==> config.mk <==
export PLATFORM = sky130hd
export DESIGN_NAME = uart_regif
export DESIGN_NICKNAME = d
export VERILOG_FILES = /design/src/rtl/uart_regif_pkg.sv /design/src/rtl/uart_regif_rxq.sv /design/src/rtl/uart_regif_flags.sv /design/src/rtl/uart_regif.sv
export SDC_FILE = /design/constraint.sdc
export NUM_CORES = 1
export LEC_CHECK = 0
export ABC_AREA = 0
export BUFFER_PORTS_ARGS = -buffer_cell sky130_fd_sc_hd__buf_2
export CAP_MARGIN = 15
export CORE_MARGIN = 4
export CORE_UTILIZATION = 50
export CTS_CLUSTER_SIZE = 20
export DETAILED_ROUTE_END_ITERATION = 16
export PLACE_DENSITY = 0.8
export REMOVE_ABC_BUFFERS = 1
export SETUP_SLACK_MARGIN = 0.3
export SLEW_MARGIN = 30
export SYNTH_ARGS = -nofsm -noshare
export SYNTH_HDL_FRONTEND = slang
export SYNTH_SLANG_ARGS = --single-unit
==> constraint.sdc <==
create_clock -name clk_i -period 3.2 [get_ports clk_i]
set_input_delay 0.32 -clock clk_i [delete_from_list [all_inputs] [get_ports clk_i]]
set_output_delay 0.32 -clock clk_i [all_outputs]
set_load 0.01 [all_outputs]
==> src/rtl/uart_regif_pkg.sv <==
package uart_regif_pkg;
  typedef enum logic [1:0] {
    REG_RXD  = 2'd0,
    REG_TXD  = 2'd1,
    REG_STAT = 2'd2,
    REG_CTRL = 2'd3
  } reg_sel_e;

  localparam int ST_RXVALID = 0;
  localparam int ST_RXFULL  = 1;
  localparam int ST_TXEMPTY = 2;
  localparam int ST_TXFULL  = 3;
  localparam int ST_PEND    = 4;
  localparam int ST_OVERRUN = 5;
  localparam int ST_FRAME   = 6;
  localparam int ST_PARITY  = 7;

  localparam int CT_TXRST = 0;
  localparam int CT_RXRST = 1;
  localparam int CT_IE    = 4;
endpackage

==> src/rtl/uart_regif_rxq.sv <==
module uart_regif_rxq #(
  parameter int DEPTH  = 8,
  parameter int BYTE_W = 8,
  localparam int PTR_W = $clog2(DEPTH),
  localparam int CNT_W = PTR_W + 1
) (
  input  logic              clk_i,
  input  logic              rst_ni,
  input  logic              push_i,
  input  logic [BYTE_W-1:0] data_i,
  input  logic              pop_i,
  input  logic              flush_i,
  output logic [BYTE_W-1:0] rd_data_o,
  output logic [CNT_W-1:0]  count_o,
  output logic [CNT_W-1:0]  count_nx_o,
  output logic              full_o,
  output logic              drop_o
);
  logic [BYTE_W-1:0] mem_q [DEPTH];
  logic [PTR_W-1:0]  wr_ptr_q, rd_ptr;
  logic [CNT_W-1:0]  count_q;
  logic              push_ok, pop_ok;

  assign full_o    = (count_q == CNT_W'(DEPTH));
  assign push_ok   = push_i && !full_o && !flush_i;
  assign pop_ok    = pop_i && (count_q != '0) && !flush_i;
  assign drop_o    = push_i && full_o && !flush_i;
  // oldest entry; when empty this lands on the next write slot (stale data)
  assign rd_ptr    = wr_ptr_q - count_q[PTR_W-1:0];
  assign rd_data_o = mem_q[rd_ptr];
  assign count_o   = count_q;

  always_comb begin
    if (flush_i) count_nx_o = '0;
    else         count_nx_o = count_q + CNT_W'(push_ok) - CNT_W'(pop_ok);
  end

  always_ff @(posedge clk_i or negedge rst_ni) begin
    if (!rst_ni) begin
      wr_ptr_q <= '0;
      count_q  <= '0;
      for (int i = 0; i < DEPTH; i++) mem_q[i] <= '0;
    end else begin
      count_q <= count_nx_o;
      if (flush_i) begin
        wr_ptr_q <= '0;
      end else if (push_ok) begin
        mem_q[wr_ptr_q] <= data_i;
        wr_ptr_q        <= wr_ptr_q + 1'b1;
      end
    end
  end
endmodule

==> src/rtl/uart_regif_flags.sv <==
module uart_regif_flags (
  input  logic clk_i,
  input  logic rst_ni,
  input  logic nonempty_nx_i,
  input  logic tx_set_i,
  input  logic stat_rd_i,
  input  logic irq_en_i,
  input  logic ovr_set_i,
  input  logic ovr_clr_i,
  output logic pend_o,
  output logic ovr_o,
  output logic irq_o
);
  logic pend_q, ovr_q;

  always_ff @(posedge clk_i or negedge rst_ni) begin
    if (!rst_ni) begin
      pend_q <= 1'b0;
      ovr_q  <= 1'b0;
    end else begin
      // set sources win over the read-clear
      pend_q <= (pend_q && !stat_rd_i) || tx_set_i || nonempty_nx_i;
      if (ovr_clr_i)      ovr_q <= 1'b0;
      else if (ovr_set_i) ovr_q <= 1'b1;
    end
  end

  assign pend_o = pend_q;
  assign ovr_o  = ovr_q;
  assign irq_o  = pend_q && irq_en_i;
endmodule

==> src/rtl/uart_regif.sv <==
module uart_regif
  import uart_regif_pkg::*;
#(
  parameter int ADDR_W   = 4,
  parameter int DATA_W   = 32,
  parameter int RX_DEPTH = 8,
  parameter int BYTE_W   = 8,
  localparam int CNT_W   = $clog2(RX_DEPTH) + 1
) (
  input  logic              clk_i,
  input  logic              rst_ni,
  input  logic              bus_req_i,
  input  logic              bus_we_i,
  input  logic [ADDR_W-1:0] bus_addr_i,
  input  logic [DATA_W-1:0] bus_wdata_i,
  output logic [DATA_W-1:0] bus_rdata_o,
  input  logic              rx_valid_i,
  input  logic [BYTE_W-1:0] rx_byte_i,
  input  logic              frame_err_i,
  input  logic              parity_err_i,
  output logic              tx_strobe_o,
  output logic [BYTE_W-1:0] tx_byte_o,
  output logic              irq_o
);
  reg_sel_e          sel;
  logic              rd_en, wr_en;
  logic              rxd_rd, txd_wr, stat_rd, ctrl_wr, rx_flush;
  logic [DATA_W-1:0] ctrl_q, txd_q;
  logic              tx_strobe_q;
  logic [BYTE_W-1:0] tx_byte_q;
  logic [BYTE_W-1:0] rxq_data;
  logic [CNT_W-1:0]  rxq_count, rxq_count_nx;
  logic              rxq_full, rxq_drop;
  logic              pend, ovr;
  logic [DATA_W-1:0] status;

  assign sel      = reg_sel_e'(bus_addr_i[3:2]);
  assign rd_en    = bus_req_i && !bus_we_i;
  assign wr_en    = bus_req_i && bus_we_i;
  assign rxd_rd   = rd_en && (sel == REG_RXD);
  assign stat_rd  = rd_en && (sel == REG_STAT);
  assign txd_wr   = wr_en && (sel == REG_TXD);
  assign ctrl_wr  = wr_en && (sel == REG_CTRL);
  assign rx_flush = ctrl_wr && bus_wdata_i[CT_RXRST];

  uart_regif_rxq #(.DEPTH(RX_DEPTH), .BYTE_W(BYTE_W)) u_rxq (
    .clk_i      (clk_i),
    .rst_ni     (rst_ni),
    .push_i     (rx_valid_i),
    .data_i     (rx_byte_i),
    .pop_i      (rxd_rd),
    .flush_i    (rx_flush),
    .rd_data_o  (rxq_data),
    .count_o    (rxq_count),
    .count_nx_o (rxq_count_nx),
    .full_o     (rxq_full),
    .drop_o     (rxq_drop)
  );

  uart_regif_flags u_flags (
    .clk_i         (clk_i),
    .rst_ni        (rst_ni),
    .nonempty_nx_i (rxq_count_nx != '0),
    .tx_set_i      (txd_wr),
    .stat_rd_i     (stat_rd),
    .irq_en_i      (ctrl_q[CT_IE]),
    .ovr_set_i     (rxq_drop),
    .ovr_clr_i     (rx_flush),
    .pend_o        (pend),
    .ovr_o         (ovr),
    .irq_o         (irq_o)
  );

  always_ff @(posedge clk_i or negedge rst_ni) begin
    if (!rst_ni) begin
      ctrl_q      <= '0;
      txd_q       <= '0;
      tx_strobe_q <= 1'b0;
      tx_byte_q   <= '0;
    end else begin
      tx_strobe_q <= txd_wr;
      if (ctrl_wr) ctrl_q <= bus_wdata_i;
      if (txd_wr) begin
        txd_q     <= bus_wdata_i;
        tx_byte_q <= bus_wdata_i[BYTE_W-1:0];
      end
    end
  end

  always_comb begin
    status              = '0;
    status[ST_RXVALID]  = (rxq_count != '0);
    status[ST_RXFULL]   = rxq_full;
    status[ST_TXEMPTY]  = 1'b1;
    status[ST_TXFULL]   = 1'b0;
    status[ST_PEND]     = pend;
    status[ST_OVERRUN]  = ovr;
    status[ST_FRAME]    = frame_err_i;
    status[ST_PARITY]   = parity_err_i;
  end

  always_comb begin
    unique case (sel)
      REG_RXD:  bus_rdata_o = DATA_W'(rxq_data);
      REG_TXD:  bus_rdata_o = txd_q;
      REG_STAT: bus_rdata_o = status;
      default:  bus_rdata_o = ctrl_q;
    endcase
  end

  assign tx_strobe_o = tx_strobe_q;
  assign tx_byte_o   = tx_byte_q;
endmodule

==> flow_summary_export.csv <==
group,metric,value,unit
critical_path,critPathLaunchType,"flip-flop",
critical_path,r2r_end,"u_flags.pend_o",
power_and_ir_drop,power,8360,uW
synthesis,synthTopCellsByArea,"dfrtp_1 (52%), mux2_2 (17%), mux4_2 (7.1%), nand2_1 (5.6%), mux2i_1 (4.1%)",
cells_and_area,nFillCells,946,
floorplanning,fp.dieH,123.0,microns
global_route,grt_pass1_vias,4830,
routing,route.detailed.drc,0,
synthesis,ys_top_cells_by_count,"dfrtp_1 (138), mux2_2 (102), nand2_1 (99)",
cells_and_area,layout.nets,681,
critical_path,critPathArrivalTime,2.95,ns
clocking,cts_sinks,138,
cells_and_area,syn_to_final_growth,20.48,%
global_route,grt-ovfl-total,0,
synthesis,ys_async_sr_fraction,100.0,%
run_status,status,"finished, violations left",
sta,maxSlewHeadroom,35.93,%
critical_path,crit_type,"flip-flop to output port",
synthesis,yosys.area.top_type,"dfrtp_1",
critical_path,critPathMaxFanout,13,
sta,post-route-worst-setup-slack,-0.06636,ns
floorplanning,initial_core_util,51.80,%
floorplanning,pin_count,93,
global_route,grt_max_degree,84,
clocking,htreeDepth,4,
synthesis,yosysTopAreaCellShare,52.19,%
synthesis,synth_most_common_cell,"dfrtp_1",
synthesis,ys_seq_area_share,52.19,%
clocking,clockBufferDepth,2,
placement,place_ws,-0.02440,ns
hold_path,hold_path.startpoint,"bus_wdata_i[21]",
global_route,grt.total_usage,20.96,%
synthesis,netlist_instances,522,
sta,period_needed,3.266,ns
floorplanning,rows,41,
routing,wl_per_cell,18.30,microns
floorplanning,die-width,123.0,microns
synthesis,ys_ff_latch,138,
placement,placed_cell_area,7273,sq um
synthesis,synth.cell_area,6616,sq um
routing,routed_via_density,5.391,
sta,hold_viol,0,
critical_path,reg2regPathDepth,11,
hold_path,hold_depth,3,
clocking,numCtsBuffers,17,
critical_path,endpoint_kind,"output port",
sta,fin_crit_sh,102.1,%
routing,drtAntennaViolNets,0,
critical_path,r2r_slack,0.53,ns
synthesis,synth_cell_types,39,
sta,rsz0062_at_grt,"true",
power_and_ir_drop,power.density,1049,nW/um^2
cells_and_area,antenna_cells,0,
cells_and_area,stdcell_area,7971,sq um
synthesis,synth_edf_count,0,
hold_path,holdPathEnd,"ctrl_q[21]",
sta,setup_viol,5,
cells_and_area,final_util,62.41,%
run_status,violations,"setup timing",
global_route,antenna_found_initial,0,
global_route,grt_pass1_wl,24030,microns
hold_path,hold_path_class,"input pin to flip-flop",
placement,hpwl,10040,microns
clocking,tritoncts,"done",
routing,drt_pass1_iterations,4,
critical_path,required,2.88,ns
placement,place_congestion,0.8262,
clocking,clock_latency,0.43,ns
floorplanning,placeableCoreArea,12770,sq um
sta,worst_slew_pin_slew,0.9576,ns
clocking,clockRootBuffer,"clkbuf_16",
synthesis,yosys_warnings,0,
routing,wl,14710,microns
cells_and_area,drive_gt1_share,43.51,%
sta,clock-skew-final,0.005610,ns
power_and_ir_drop,p_leak,0.003826,uW
power_and_ir_drop,peakVddDrop,0.5182,mV
placement,io_buffers,90,
synthesis,ys.flop_type,"dfrtp_1",
clocking,cts.clk_slew.worst_paths,0.06,ns
critical_path,timing.rr.start,"u_rxq.count_o[2]",
sta,max_freq,306.2,MHz
synthesis,syn_avg_cell_area,12.67,sq um
floorplanning,die_area,15140,sq um
job,max-cap-violations,0,
routing,vias,4334,
sta,slew_violations,0,
routing,initialDrtViolationCount,305,
## worst max-delay path, cell delays in order, from the launching register on
cell and delay (ns):
dfrtp_1 0.41, inv_1 0.14, fa_1 0.61, buf_12 0.16, mux4_2 0.29, mux2_4 0.27
mux4_2 0.49, buf_6 0.14
## cell usage in the layout, fill, tap and decap left out, drive strengths merged, types with 2 or more instances in the layout
| master | count |
|---|---|
| fa | 2 |
| clkinv | 3 |
| nand3b | 2 |
| ha | 8 |
| dfrtp | 138 |
| mux2 | 102 |
| bufinv | 2 |
| clkbuf | 25 |
| nor2 | 12 |
| a21o | 4 |
| inv | 12 |
| nand3 | 5 |
| xnor2 | 5 |
| mux2i | 27 |
| buf | 112 |
| a21oi | 5 |
| a22oi | 2 |
| nand2 | 100 |
| mux4 | 21 |
| nor3b | 2 |
| nor2b | 28 |
## routing by layer
layer / track usage (%) / part of all wire [%] / vias up
li1: - / - / 1990
met1: 25.33 / 39 / 2231
met2: 35.29 / 53 / 91
met3: 6.816 / 5.3 / 22
met4: 7.682 / 2.1 / 0
met5: 0 / 0 / -
## report_power, final
part           total [uW]  leakage, uW  switching (uW)  internal, uW
clock                1950     0.000289             704          1240
sequential           2730      0.00168             355          2380
combinational        3680      0.00186            1510          2170
## area by class of cell
| cell class | instances | area (sq um) | share of cell area [%] |
|---|---|---|---|
| sequential | 138 | 3453 | 43.32 |
| tap | 172 | 215.2 | 2.700 |
| multi-input combinational | 338 | 2968 | 37.23 |
| clock buffer | 25 | 505.5 | 6.341 |
| clock inverter | 6 | 86.33 | 1.083 |
| timing repair buffer | 113 | 698.2 | 8.758 |
| inverter | 12 | 45.04 | 0.5651 |
## through the flow
stage / std cells / hold WS, ns / setup TNS [ns]
after floorplan: 488 / 0.02441 / 0
after global placement: 767 / 0.4033 / 0
after detailed placement: 767 / 0.4212 / -0.04236
after CTS: 804 / 0.08546 / -0.3067
after global routing: 804 / 0.09747 / -0.7292
final: 804 / 0.09707 / -0.2743
## flip-flops by register name, indices dropped and copies added, names as in the netlist
| name | count |
|---|---|
| u_rxq.wr_ptr_q | 3 |
| u_flags.ovr_o | 1 |
| txd_q | 32 |
| u_rxq.count_o | 4 |
| ctrl_q | 32 |
| tx_strobe_o | 1 |
| u_rxq.mem_q | 64 |
| u_flags.pend_o | 1 |
## logic make-up after synthesis
family | count (synthesis) | synth area share [%]
DFF | 138 | 52.19
xor gates and xnor gates | 6 | 0.7942
buffers and inverters | 46 | 3.404
and+or+nand+nor | 156 | 10.93
adders and majority gates | 10 | 2.118
muxes | 150 | 28.59
AOI/OAI and AO/OA | 16 | 1.967
## what timing repair did
item	4_1_cts	5_1_grt
endpoints found under the setup margin	8	9
setup buffers	5	0
hold buffers	1	0
resized for setup	9	4
endpoints found under the hold margin	82	0
pin swaps	2	1
## how the worst max path moves through the flow
stage	from	cells past startpoint	endpoint
after CTS	u_rxq.wr_ptr_q[0]	9	bus_rdata_o[4]
after detailed placement	u_rxq.wr_ptr_q[0]	9	bus_rdata_o[4]
after floorplan	u_rxq.wr_ptr_q[0]	8	bus_rdata_o[0]
final	u_rxq.count_o[1]	7	bus_rdata_o[0]
after global placement	u_rxq.wr_ptr_q[0]	9	bus_rdata_o[0]
after global routing	u_rxq.wr_ptr_q[0]	9	bus_rdata_o[4]
(Power assumes the default switching activity.)
